==> src/rtl/adc_scan_pkg.sv <==
package adc_scan_pkg;
  typedef enum logic [1:0] {
    S_IDLE      = 2'd0,
    S_ARMED     = 2'd1,
    S_WAIT_TRIG = 2'd2,
    S_CONV      = 2'd3
  } scan_state_e;
endpackage

==> src/rtl/adc_scan_cfg.sv <==
// Working copy of the scan settings, loaded from the shadow inputs.
module adc_scan_cfg #(
  parameter int CH_W   = 5,
  parameter int NCH_W  = 2,
  parameter int ADDR_W = 6,
  parameter int RPT_W  = 2
) (
  input  logic              clk,
  input  logic              rst,
  input  logic              load,
  input  logic [CH_W-1:0]   sh_first_ch,
  input  logic [NCH_W-1:0]  sh_last_idx,
  input  logic [ADDR_W-1:0] sh_base,
  input  logic [ADDR_W-1:0] sh_count,
  input  logic              sh_one_per_sample,
  input  logic [RPT_W-1:0]  sh_acc_log2,
  output logic [CH_W-1:0]   act_first,
  output logic [NCH_W-1:0]  act_last,
  output logic [ADDR_W-1:0] act_base,
  output logic [ADDR_W-1:0] act_count,
  output logic              act_single,
  output logic [RPT_W-1:0]  act_acc_log2
);
  localparam logic [ADDR_W-1:0] ALIGN_MASK = ~ADDR_W'(1);

  always_ff @(posedge clk) begin
    if (rst) begin
      act_first    <= '0;
      act_last     <= '0;
      act_base     <= '0;
      act_count    <= '0;
      act_single   <= 1'b0;
      act_acc_log2 <= '0;
    end else if (load) begin
      act_first    <= sh_first_ch;
      act_last     <= sh_last_idx;
      act_base     <= sh_base & ALIGN_MASK;
      act_count    <= sh_count;
      act_single   <= sh_one_per_sample;
      act_acc_log2 <= sh_acc_log2;
    end
  end
endmodule

==> src/rtl/adc_scan_seq.sv <==
// Scan sequencer: trigger handling, conversion handshake, accumulation,
// channel stepping and buffer address generation.
module adc_scan_seq
  import adc_scan_pkg::*;
#(
  parameter int CH_W   = 5,
  parameter int NCH_W  = 2,
  parameter int ADDR_W = 6,
  parameter int RPT_W  = 2,
  parameter int DATA_W = 14,
  parameter int ACC_W  = DATA_W + (1 << RPT_W) - 1
) (
  input  logic              clk,
  input  logic              rst,
  input  logic              en_we,
  input  logic              en_wdata,
  input  logic              trig,
  input  logic [CH_W-1:0]   act_first,
  input  logic [NCH_W-1:0]  act_last,
  input  logic [ADDR_W-1:0] act_base,
  input  logic [ADDR_W-1:0] act_count,
  input  logic              act_single,
  input  logic [RPT_W-1:0]  act_acc_log2,
  input  logic              conv_done,
  input  logic [DATA_W-1:0] conv_data,
  output logic              load,
  output logic              conv_req,
  output logic [CH_W-1:0]   conv_ch,
  output logic              buf_we,
  output logic [ADDR_W-1:0] buf_addr,
  output logic [ACC_W-1:0]  buf_wdata,
  output logic              scan_done,
  output logic              scan_busy
);
  localparam int RC_W = (1 << RPT_W) - 1;

  scan_state_e       state_q;
  logic              en_r;
  logic              en_nxt;
  logic [NCH_W-1:0]  ch_idx;
  logic [NCH_W-1:0]  ch_next;
  logic [RC_W-1:0]   rpt_cnt;
  logic [ADDR_W-1:0] smp_cnt;
  logic [ADDR_W-1:0] wr_addr;
  logic [ACC_W-1:0]  acc;
  logic [ACC_W-1:0]  sum_now;
  logic              rpt_last;
  logic              smp_last;
  logic              start_load;
  logic              scan_end;

  assign en_nxt     = en_we ? en_wdata : en_r;
  assign rpt_last   = (rpt_cnt == RC_W'((1 << act_acc_log2) - 1));
  assign smp_last   = (smp_cnt == act_count);
  assign ch_next    = (ch_idx == act_last) ? '0 : ch_idx + 1'b1;
  assign sum_now    = ((rpt_cnt == '0) ? '0 : acc) + ACC_W'(conv_data);
  assign start_load = en_we && en_wdata && (state_q == S_IDLE || state_q == S_ARMED);
  assign scan_end   = (state_q == S_CONV) && conv_done && rpt_last && smp_last;
  assign load       = start_load || (scan_end && en_nxt);
  assign scan_busy  = (state_q == S_CONV) || (state_q == S_WAIT_TRIG);

  always_ff @(posedge clk) begin
    if (rst) begin
      state_q   <= S_IDLE;
      en_r      <= 1'b0;
      ch_idx    <= '0;
      rpt_cnt   <= '0;
      smp_cnt   <= '0;
      wr_addr   <= '0;
      acc       <= '0;
      conv_req  <= 1'b0;
      conv_ch   <= '0;
      buf_we    <= 1'b0;
      buf_addr  <= '0;
      buf_wdata <= '0;
      scan_done <= 1'b0;
    end else begin
      en_r      <= en_nxt;
      conv_req  <= 1'b0;
      buf_we    <= 1'b0;
      scan_done <= 1'b0;
      case (state_q)
        S_IDLE: begin
          if (start_load) state_q <= S_ARMED;
        end
        S_ARMED: begin
          if (en_we) begin
            state_q <= en_wdata ? S_ARMED : S_IDLE;
          end else if (trig) begin
            state_q  <= S_CONV;
            conv_req <= 1'b1;
            conv_ch  <= act_first;
            ch_idx   <= '0;
            smp_cnt  <= '0;
            rpt_cnt  <= '0;
            wr_addr  <= act_base;
          end
        end
        S_WAIT_TRIG: begin
          if (trig) begin
            state_q  <= S_CONV;
            conv_req <= 1'b1;
          end
        end
        S_CONV: begin
          if (conv_done) begin
            if (!rpt_last) begin
              acc      <= sum_now;
              rpt_cnt  <= rpt_cnt + 1'b1;
              conv_req <= 1'b1;
            end else begin
              buf_we    <= 1'b1;
              buf_addr  <= wr_addr;
              buf_wdata <= sum_now;
              rpt_cnt   <= '0;
              wr_addr   <= wr_addr + 1'b1;
              smp_cnt   <= smp_cnt + 1'b1;
              ch_idx    <= ch_next;
              conv_ch   <= act_first + CH_W'(ch_next);
              if (smp_last) begin
                scan_done <= 1'b1;
                state_q   <= en_nxt ? S_ARMED : S_IDLE;
              end else if (act_single) begin
                state_q <= S_WAIT_TRIG;
              end else begin
                conv_req <= 1'b1;
              end
            end
          end
        end
        default: state_q <= S_IDLE;
      endcase
    end
  end

  // while waiting for a per-sample trigger, no request may be issued
  a_r5_hold_for_trig: assert property (@(posedge clk) disable iff (rst)
    (state_q == S_WAIT_TRIG && !trig) |=> !conv_req);

  // a scan always begins at an even buffer address
  a_r2_even_start: assert property (@(posedge clk) disable iff (rst)
    (state_q == S_ARMED && trig && !en_we) |=> (wr_addr[0] == 1'b0));

  // completion coincides with the final buffer write
  a_r8_done_with_write: assert property (@(posedge clk) disable iff (rst)
    scan_done |-> buf_we);

  // the channel index never passes the configured last channel
  a_r3_ch_in_range: assert property (@(posedge clk) disable iff (rst)
    conv_req |-> (ch_idx <= act_last));

  // an idle controller issues no conversions
  a_r9_idle_silent: assert property (@(posedge clk) disable iff (rst)
    (state_q == S_IDLE) |-> !conv_req);
endmodule

==> src/rtl/adc_scan_buf.sv <==
// Result buffer: one write port, one registered read port.
module adc_scan_buf #(
  parameter int ADDR_W = 6,
  parameter int WORD_W = 17
) (
  input  logic              clk,
  input  logic              we,
  input  logic [ADDR_W-1:0] waddr,
  input  logic [WORD_W-1:0] wdata,
  input  logic [ADDR_W-1:0] raddr,
  output logic [WORD_W-1:0] rdata
);
  localparam int DEPTH = 1 << ADDR_W;

  logic [WORD_W-1:0] mem [DEPTH];

  always_ff @(posedge clk) begin
    if (we) mem[waddr] <= wdata;
    rdata <= mem[raddr];
  end
endmodule

==> src/rtl/adc_scan_ctrl.sv <==
module adc_scan_ctrl #(
  parameter int CH_W   = 5,
  parameter int NCH_W  = 2,
  parameter int ADDR_W = 6,
  parameter int RPT_W  = 2,
  parameter int DATA_W = 14,
  parameter int ACC_W  = DATA_W + (1 << RPT_W) - 1
) (
  input  logic              clk,
  input  logic              rst,
  input  logic              en_we,
  input  logic              en_wdata,
  input  logic [CH_W-1:0]   sh_first_ch,
  input  logic [NCH_W-1:0]  sh_last_idx,
  input  logic [ADDR_W-1:0] sh_base,
  input  logic [ADDR_W-1:0] sh_count,
  input  logic              sh_one_per_sample,
  input  logic [RPT_W-1:0]  sh_acc_log2,
  input  logic              trig,
  output logic              conv_req,
  output logic [CH_W-1:0]   conv_ch,
  input  logic              conv_done,
  input  logic [DATA_W-1:0] conv_data,
  output logic              buf_we,
  output logic [ADDR_W-1:0] buf_addr,
  output logic [ACC_W-1:0]  buf_wdata,
  input  logic [ADDR_W-1:0] rd_addr,
  output logic [ACC_W-1:0]  rd_data,
  output logic              scan_done,
  output logic              scan_busy
);
  logic              load;
  logic [CH_W-1:0]   act_first;
  logic [NCH_W-1:0]  act_last;
  logic [ADDR_W-1:0] act_base;
  logic [ADDR_W-1:0] act_count;
  logic              act_single;
  logic [RPT_W-1:0]  act_acc_log2;

  adc_scan_cfg #(.CH_W(CH_W), .NCH_W(NCH_W), .ADDR_W(ADDR_W), .RPT_W(RPT_W)) u_cfg (
    .clk(clk), .rst(rst), .load(load),
    .sh_first_ch(sh_first_ch), .sh_last_idx(sh_last_idx), .sh_base(sh_base),
    .sh_count(sh_count), .sh_one_per_sample(sh_one_per_sample), .sh_acc_log2(sh_acc_log2),
    .act_first(act_first), .act_last(act_last), .act_base(act_base),
    .act_count(act_count), .act_single(act_single), .act_acc_log2(act_acc_log2)
  );

  adc_scan_seq #(.CH_W(CH_W), .NCH_W(NCH_W), .ADDR_W(ADDR_W), .RPT_W(RPT_W),
                 .DATA_W(DATA_W), .ACC_W(ACC_W)) u_seq (
    .clk(clk), .rst(rst), .en_we(en_we), .en_wdata(en_wdata), .trig(trig),
    .act_first(act_first), .act_last(act_last), .act_base(act_base),
    .act_count(act_count), .act_single(act_single), .act_acc_log2(act_acc_log2),
    .conv_done(conv_done), .conv_data(conv_data), .load(load),
    .conv_req(conv_req), .conv_ch(conv_ch), .buf_we(buf_we), .buf_addr(buf_addr),
    .buf_wdata(buf_wdata), .scan_done(scan_done), .scan_busy(scan_busy)
  );

  adc_scan_buf #(.ADDR_W(ADDR_W), .WORD_W(ACC_W)) u_buf (
    .clk(clk), .we(buf_we), .waddr(buf_addr), .wdata(buf_wdata),
    .raddr(rd_addr), .rdata(rd_data)
  );
endmodule

==> config.mk <==
export PLATFORM = sky130hd
export DESIGN_NAME = adc_scan_ctrl
export DESIGN_NICKNAME = d
export VERILOG_FILES = /design/src/rtl/adc_scan_pkg.sv /design/src/rtl/adc_scan_cfg.sv /design/src/rtl/adc_scan_seq.sv /design/src/rtl/adc_scan_buf.sv /design/src/rtl/adc_scan_ctrl.sv
export SDC_FILE = /design/constraint.sdc
export NUM_CORES = 1
export LEC_CHECK = 0
export ABC_AREA = 0
export BUFFER_PORTS_ARGS = -buffer_cell sky130_fd_sc_hd__buf_2
export CORE_MARGIN = 1.5
export CORE_UTILIZATION = 60
export DETAILED_ROUTE_END_ITERATION = 7
export HOLD_SLACK_MARGIN = 0.12
export PLACE_DENSITY = 0.73
export SYNTH_ARGS = -nofsm -noshare
export SYNTH_HDL_FRONTEND = slang
export SYNTH_HIERARCHICAL = 1
export SYNTH_SLANG_ARGS = --single-unit
==> constraint.sdc <==
create_clock -name clk -period 3.65 [get_ports clk]
set_clock_uncertainty 0.1 [all_clocks]
set_input_delay 0.365 -clock clk [delete_from_list [all_inputs] [get_ports clk]]
set_output_delay 0.365 -clock clk [all_outputs]
set_load 0.005 [all_outputs]
==> impl_results.md, run 1 <==
* Remaining antenna violation count after routing at 0
* Worst Setup Path Type: flip-flop to flip-flop
* CTS H-Tree Depth at 3
* GRT Max-Usage Layer: met2
* Die height at 283.8 um
* Worst path bufs/invs at 1
* Clock slew at reported path FFs at 60 ps
* F_max at 0.2913 GHz
* Fin area at 0.05352 mm^2
* Crit Path Max Fanout at 13
* Layout fillers at 4822
* Syn Nets at 2596
* Fraction of layout cells with a size suffix above 1 at 0.2373
* Placed cell area at 0.04952 mm^2
* CTS tree: done
* Area Overhead vs Synth at 13.12%
* Area contributors post-synth: edfxtp_1, mux4_2, dfxtp_1
* Final Cycle Share at 0.9407
* Total of max-cap violations at 0
* Minimum clock period at 3433 ps
* TritonRoute pass-1 iters at 6
* Post-synth EDFFs at 1088
* Pwr dens at 508.8 mW/mm^2
* Most common cell after layout, fill and taps aside: edfxtp_1
* #FFs+latches synth at roughly 1200
* Rows at just over 100
* Met3 GRT Util at 0.05828
* Avg Cell Area, Syn at roughly 19 um^2
* Slew headroom at 0.2516
* Leading area contributor after synthesis: edfxtp_1
* Slowest-stage cell, CP: fa_1
* # DRC at 0
* GRT overflow at 0
* Core area at 0.07772 mm^2
* Worst Hold Class: input pin to flip-flop
* First-pass GRT wire length at between 150 and 200 mm
* CP arrival at 3920 ps
* Sequential cell area at 0.03481 mm^2
* # IOs at 97
* Met2 usage at 0.4347
* Asr flop ratio synth at 0
* LEAKAGE at 19.35 nW
* Starting Density at 0.6087
* Vias per std cell at 6.517
* Most frequent cells in the layout: edfxtp_1, mux4_2, mux2i_1, nor2_1, buf_4
* Setup_tns at 0 ps
* Post-CTS setup buffer count at 0
* Vias after detailed routing at 25500
* Final Non-Filler Cells at 3912
* Sink Count at 1194
* GRT Overall Usage at 0.2797
* Antenna violations before repair at 1
* Port Buf Inserts at 95
* Register area share after synthesis at 0.7354
* Top FF cell, synth: edfxtp_1
* Layout Nets at 2841
* Ys Warns at 6
* CP max stage delay at 460 ps
* CTS Buf Count at 113
* Startpoint types: flip-flop
* VDD IR-drop max at 0.3608 mV
* Distinct cells, synth at 89
* Vias in the first global route at 25510
* Skew-Pair Late Insertion Delay at roughly 680 ps
* Mapped Area at 0.04731 mm^2
* Placed Cells incl. Taps at around 3700
* Die X at 283.8 um
* Status: complete, no violations
* Routed wire length per instance at 28.49 um
* Initial DRC count at 3536
* Worst Tran Pin Value at 1123 ps
* Multi-input logic area at 0.01158 mm^2
* Met1 Use GR at 0.4095
* # setup viols final at 0
* DP HPWL at 66.87 mm
* Largest net degree at the start of global routing at 68
* Routed wire length at 111.5 mm
* Post-synthesis cell count at 2526
* RSZ-0062 raised after global routing: no
* Final Hold Viols at 0
* CP cell instances: inv_1 > ha_1 > nand2b_1 > and2_1 > ha_1 > fa_1 > nand3_1 > a211oi_1 > o41a_1 > or3b_1 > a311oi_1
* Area share of the largest cell type after synthesis at 0.6905
* Max Slew Vio Count at 0
* Gpl congestion at 0.8675
* Root Buffer Master: clkbuf_16
* Crit path required time at a little over 4000 ps
* Max Root-Sink Buffers at 3
* Die area at 0.08055 mm^2
* Most used cell, CP: ha_1
* Crit-path leading delay family: simple AND/OR/NAND/NOR gates
* CP endpoint kind: flip-flop
-- sequential cells by signal (all words and copies together), names as in the netlist --
name,cells
u_cfg/act_single,1
u_seq/buf_we,1
u_cfg/act_acc_log2,2
u_seq/conv_ch,5
u_cfg/act_base,5
u_seq/buf_wdata,17
u_seq/conv_req,1
u_seq/en_r,1
u_seq/scan_done,1
u_seq/acc,17
u_seq/ch_idx,2
u_seq/state_q,2
u_buf/rdata,17
u_seq/smp_cnt,6
u_buf/mem,1088
u_cfg/act_last,2
u_seq/buf_addr,6
u_cfg/act_first,5
u_seq/rpt_cnt,3
u_seq/wr_addr,6
u_cfg/act_count,6
-- kinds of logic after synthesis --
logic type                 share of synthesized area
xor gates and xnor gates                    0.003332
DFF                                           0.7354
muxes                                         0.1387
and+or+nand+nor                              0.04252
other                                     0.00007926
AOI/OAI and AO/OA                            0.05350
adders and majority gates                   0.006135
buffers and inverters                        0.02036
-- worst register-to-register path, cell delays in order (launching register included) --
cell	delay [ps]
dfxtp_1	380
inv_1	90
ha_1	140
nand2b_1	280
and2_1	300
ha_1	210
fa_1	460
nand3_1	170
a211oi_1	140
o41a_1	410
or3b_1	380
a311oi_1	280
-- metrics by stage --
step / utilization / hold slack [ps] / setup slack, ps / total power, mW
global placement: 0.6371 / 338.0 / 260.4 / 16.08
detailed placement: 0.6371 / 343.6 / 250.9 / 16.10
global route: 0.6886 / 161.2 / 66.79 / 27.96
floorplan: - / 324.2 / 572.4 / 15.74
CTS: 0.6886 / 122.8 / 222.0 / 27.34
finish: 0.6886 / 162.7 / 216.6 / 27.23
-- path summary, 6_finish.rpt --
kind / start / end / slack, ps / cells after the start
max: u_seq/rpt_cnt[0]$_SDFFE_PP0P_ / u_seq/acc[10]$_SDFFE_PP0P_ / 220 / 11
min: rd_addr[4] / u_buf/rdata[6]$_DFF_P_ / 160 / 3
max reg2reg: u_seq/rpt_cnt[0]$_SDFFE_PP0P_ / u_seq/acc[10]$_SDFFE_PP0P_ / 220 / 11
min reg2reg: u_seq/acc[4]$_SDFFE_PP0P_ / u_seq/acc[4]$_SDFFE_PP0P_ / 360 / 2
-- what timing repair did --
| action | 4_1_cts | 5_1_grt |
|---|---|---|
| resized for setup | 0 | 0 |
| hold buffers | 37 | 0 |
| hold endpoints to repair | 38 | 0 |
-- cell usage after synthesis (10+ instances only) --
library cell and number:
inv_1 16, buf_4 18, nand2_1 98, mux4_2 216, o21ai_0 14, mux2i_1 156, clkbuf_1 63, a22oi_1 63
nor2b_1 27, o221ai_1 12, and2_1 19, mux2_2 12, a221oi_1 45, and4_1 11, and3_1 18, nor2_1 142
nand4_1 11, buf_2 41, nor3_1 10, nand3_1 36, a21oi_1 61, ha_1 20, a211oi_1 34, edfxtp_1 1088
dfxtp_1 106, buf_6 13, xor2_1 12
-- report_power, final --
group	internal (mW)	switching (mW)	total (mW)
Sequential	14.7	0.0354	14.8
Clock	6.50	4.89	11.4
Combinational	0.453	0.625	1.08
-- area by class of cell --
class / count / share of cell area
Antenna cell: 2 / 0.00009351
Clock buffer: 151 / 0.05762
Clock inverter: 63 / 0.01015
Inverter: 16 / 0.001122
Multi-Input combinational cell: 1167 / 0.2163
Sequential cell: 1194 / 0.6505
Tap cell: 1040 / 0.02431
Timing Repair Buffer: 279 / 0.03995
-- routing by layer --
| layer | vias up | share of wire | wire length [um] |
|---|---|---|---|
| met5 | - | 0.00012 | 13 |
| met4 | 2 | 0.022 | 2460 |
| met3 | 153 | 0.10 | 11150 |
| met2 | 1365 | 0.48 | 53020 |
| met1 | 13130 | 0.40 | 44820 |
| li1 | 10840 | - | - |
Power figures use the tool's default switching activity.
==> run 2: changes to the inputs <==
--- a/config.mk
+++ b/config.mk
@@ -14,5 +14,4 @@
 export PLACE_DENSITY = 0.73
 export SYNTH_ARGS = -nofsm -noshare
 export SYNTH_HDL_FRONTEND = slang
-export SYNTH_HIERARCHICAL = 1
 export SYNTH_SLANG_ARGS = --single-unit
==> run 2 against run 1 <==
Net effect: count of clock-buffer cells in the layout increased by 1; first-iteration DRC count down 13%; maximum frequency is 5.4% higher; highest routed layer is now met4; largest cell class unchanged.
==> impl_results.md, run 2 <==
* Final Cycle Share at 0.8925 (was 0.9407)
* # setup viols final at 0 (unchanged)
* Crit Path Max Fanout at 12 (was 13)
* VDD IR-drop max at 0.4359 mV (was 0.3608 mV)
* Multi-input logic area at 0.01125 mm^2 (was 0.01158 mm^2)
* Post-synth EDFFs at 1088 (unchanged)
* Avg Cell Area, Syn at 19.34 um^2 (was 18.73 um^2)
* Setup_tns at 0 ps (unchanged)
* CTS H-Tree Depth at 3 (unchanged)
* Antenna violations before repair at 0 (was 1)
* Mapped Area at 0.04670 mm^2 (was 0.04731 mm^2)
* Area Overhead vs Synth at 13.95% (was 13.12%)
* Layout fillers at 4759 (was 4822)
* Minimum clock period at 3258 ps (was 3433 ps)
* Area share of the largest cell type after synthesis at 0.6996 (was 0.6905)
* First-pass GRT wire length at 163.7 mm (was 165.3 mm)
* Worst Setup Path Type: flip-flop to flip-flop (unchanged)
* Leading area contributor after synthesis: edfxtp_1 (unchanged)
* Gpl congestion at 0.8617 (was 0.8675)
* Startpoint types: flip-flop (unchanged)
* Die height at 282.0 um (was 283.8 um)
* Max Root-Sink Buffers at 3 (unchanged)
* GRT overflow at 0 (unchanged)
* Top-count cell post-synth: edfxtp_1 (unchanged)
* RSZ-0062 raised after global routing: no (unchanged)
* LEAKAGE at 18.72 nW (was 19.35 nW)
* CTS tree: done (unchanged)
* CP endpoint kind: flip-flop (unchanged)
* Met3 GRT Util at 0.04417 (was 0.05828)
* Rows at 102 (unchanged)
* Post-synthesis cell count at 2414 (was 2526)
* Layout Nets at 2745 (was 2841)
* Sink Count at 1194 (unchanged)
* Routed wire length per instance at 29.03 um (was 28.49 um)
* Area contributors post-synth: edfxtp_1, mux4_2, dfxtp_1 (unchanged)
* Asr flop ratio synth at 0 (unchanged)
* Remaining antenna violation count after routing at 0 (unchanged)
* Clock slew at reported path FFs at 60 ps (about the same)
* Top FF cell, synth: edfxtp_1 (unchanged)
* Max FFs per register at 1088 (unchanged)
* Distinct cells, synth at 70 (was 89)
* TritonRoute pass-1 iters at 7 (was 6)
* Total of max-cap violations at 0 (unchanged)
* CP arrival at 3720 ps (was 3920 ps)
* #FFs+latches synth at 1194 (unchanged)
* Port Buf Inserts at 95 (unchanged)
* # DRC at 0 (unchanged)
* Initial DRC count at 3072 (was 3536)
* Final Hold Viols at 0 (unchanged)
* Crit path required time at 4110 ps (was 4130 ps)
* Worst Tran Pin Value at 1382 ps (was 1123 ps)
* Reg with most FFs: u_buf.mem (was u_buf/mem)
* Sequential cell area at 0.03481 mm^2 (unchanged)
* Max Slew Vio Count at 0 (unchanged)
* Vias in the first global route at 25290 (was 25510)
* Fin area at 0.05321 mm^2 (was 0.05352 mm^2)
* Fraction of layout cells with a size suffix above 1 at 0.2683 (was 0.2373)
* Worst Hold Class: input pin to flip-flop (unchanged)
* Root Buffer Master: clkbuf_16 (unchanged)
* Core area at 0.07721 mm^2 (was 0.07772 mm^2)
* CTS Buf Count at 114 (was 113)
* # IOs at 97 (unchanged)
* Synth cell count leaders: edfxtp_1, mux4_2, nor2_1 (was edfxtp_1, mux4_2, mux2i_1)
* Met1 Use GR at 0.4021 (was 0.4095)
* Pwr dens at 513.8 mW/mm^2 (was 508.8 mW/mm^2)
* F_max at 0.3070 GHz (was 0.2913 GHz)
* Die X at 282.0 um (was 283.8 um)
* DP HPWL at 64.98 mm (was 66.87 mm)
* Most common cell after layout, fill and taps aside: edfxtp_1 (unchanged)
* Starting Density at 0.6048 (was 0.6087)
* Largest net degree at the start of global routing at 75 (was 68)
* Skew-Pair Late Insertion Delay at 680 ps (about the same)
* Routed wire length at 110.6 mm (was 111.5 mm)
* Register area share after synthesis at 0.7451 (was 0.7354)
* Vias per std cell at 6.524 (was 6.517)
* Placed cell area at 0.04914 mm^2 (was 0.04952 mm^2)
* Die area at 0.07951 mm^2 (was 0.08055 mm^2)
* GRT Max-Usage Layer: met2 (unchanged)
* Slew headroom at 0.07876 (was 0.2516)
* GRT Overall Usage at 0.2856 (was 0.2797)
* Met2 usage at 0.4632 (was 0.4347)
* Syn Nets at 2484 (was 2596)
* Ys Warns at 0 (was 6)
* Vias after detailed routing at 24860 (was 25500)
* Most frequent cells in the layout: edfxtp_1, mux4_2, buf_4, clkbuf_16, nor2_1 (was edfxtp_1, mux4_2, mux2i_1, nor2_1, buf_4)
* Status: complete, no violations (unchanged)
[run 2: cell count changes after synthesis, moves of 30 or more]
cell	previous run	this run
a21oi_1	61	91
a22oi_1	63	10
mux2i_1	156	7
mux4_2	216	287
nor2_1	142	108
o21ai_0	14	55
[run 2: kinds of logic (layout without fill, tap and decap cells)]
group / Yosys count / in the layout / share of synthesized area
buffers and inverters: 151 / 506 / 0.01500
other: 0 / 1 / 0
DFF: 1194 / 1194 / 0.7451
adders and majority gates: 22 / 22 / 0.006216
and+or+nand+nor: 407 / 407 / 0.04236
xor gates and xnor gates: 19 / 19 / 0.003564
muxes: 297 / 297 / 0.1409
AOI/OAI and AO/OA: 324 / 324 / 0.04689
[run 2: report_power, final]
group	internal [mW]	switching, mW
Combinational	0.459	0.560
Sequential	14.7	0.0345
Clock	6.57	4.97
[run 2: area by class of cell]
type | instances | share of cell area
clock inverter | 58 | 0.01112
timing repair buffer | 287 | 0.04021
inverter | 9 | 0.0006349
sequential | 1194 | 0.6543
antenna | 1 | 0.00004703
multi-input combinational | 1069 | 0.2114
tap | 1040 | 0.02446
clock buffer | 152 | 0.05785
[run 2: worst paths after layout]
path                            cells after the start  slack, ps                         end                     startpoint
worst max register to register                     11        390  u_seq.acc[14]$_SDFFE_PP0P_  u_seq.rpt_cnt[0]$_SDFFE_PP0P_
worst max-delay path                               11        390  u_seq.acc[14]$_SDFFE_PP0P_  u_seq.rpt_cnt[0]$_SDFFE_PP0P_
worst min-delay path                                4        160  u_seq.acc[11]$_SDFFE_PP0P_                  conv_data[11]
worst min register to register                      2        360   u_seq.acc[1]$_SDFFE_PP0P_      u_seq.acc[1]$_SDFFE_PP0P_
[run 2: timing repair]
action / 4_1_cts / 5_1_grt
setup buffers: 0 / 0
hold buffers: 39 / 0
gates resized for setup: 0 / 1
setup endpoints to repair: 0 / 1
endpoints found under the hold margin: 47 / 0
[run 2: per-layer routing]
metal,vias to the layer above,part of all wire
met5,-,0
met4,0,0.030
met3,161,0.082
met2,1286,0.49
met1,12930,0.39
li1,10480,-
[run 2: through the flow]
| step | cells | hold slack (ps) | utilization | power, mW | setup WS (ps) |
|---|---|---|---|---|---|
| finish | 3810 | 160.6 | 0.6891 | 27.34 | 392.5 |
| global route | 3809 | 184.5 | 0.6891 | 28.04 | 174.5 |
| CTS | 3809 | 121.1 | 0.6891 | 27.47 | 235.2 |
| detailed placement | 3560 | 346.1 | 0.6365 | 16.05 | 254.9 |
| global placement | 3560 | 338.4 | 0.6365 | 16.04 | 378.0 |
| floorplan | 2414 | 331.7 | - | 15.70 | 466.0 |
[run 2: critical path: stages, from the launching register on]
cell and delay [ps]:
dfxtp_1 360, inv_1 190, ha_1 190, nand2b_2 170
and2_1 220, ha_1 220, fa_1 460, a211oi_1 380
or3_1 230, a21o_1 220, a22oi_1 120, a221o_1 280
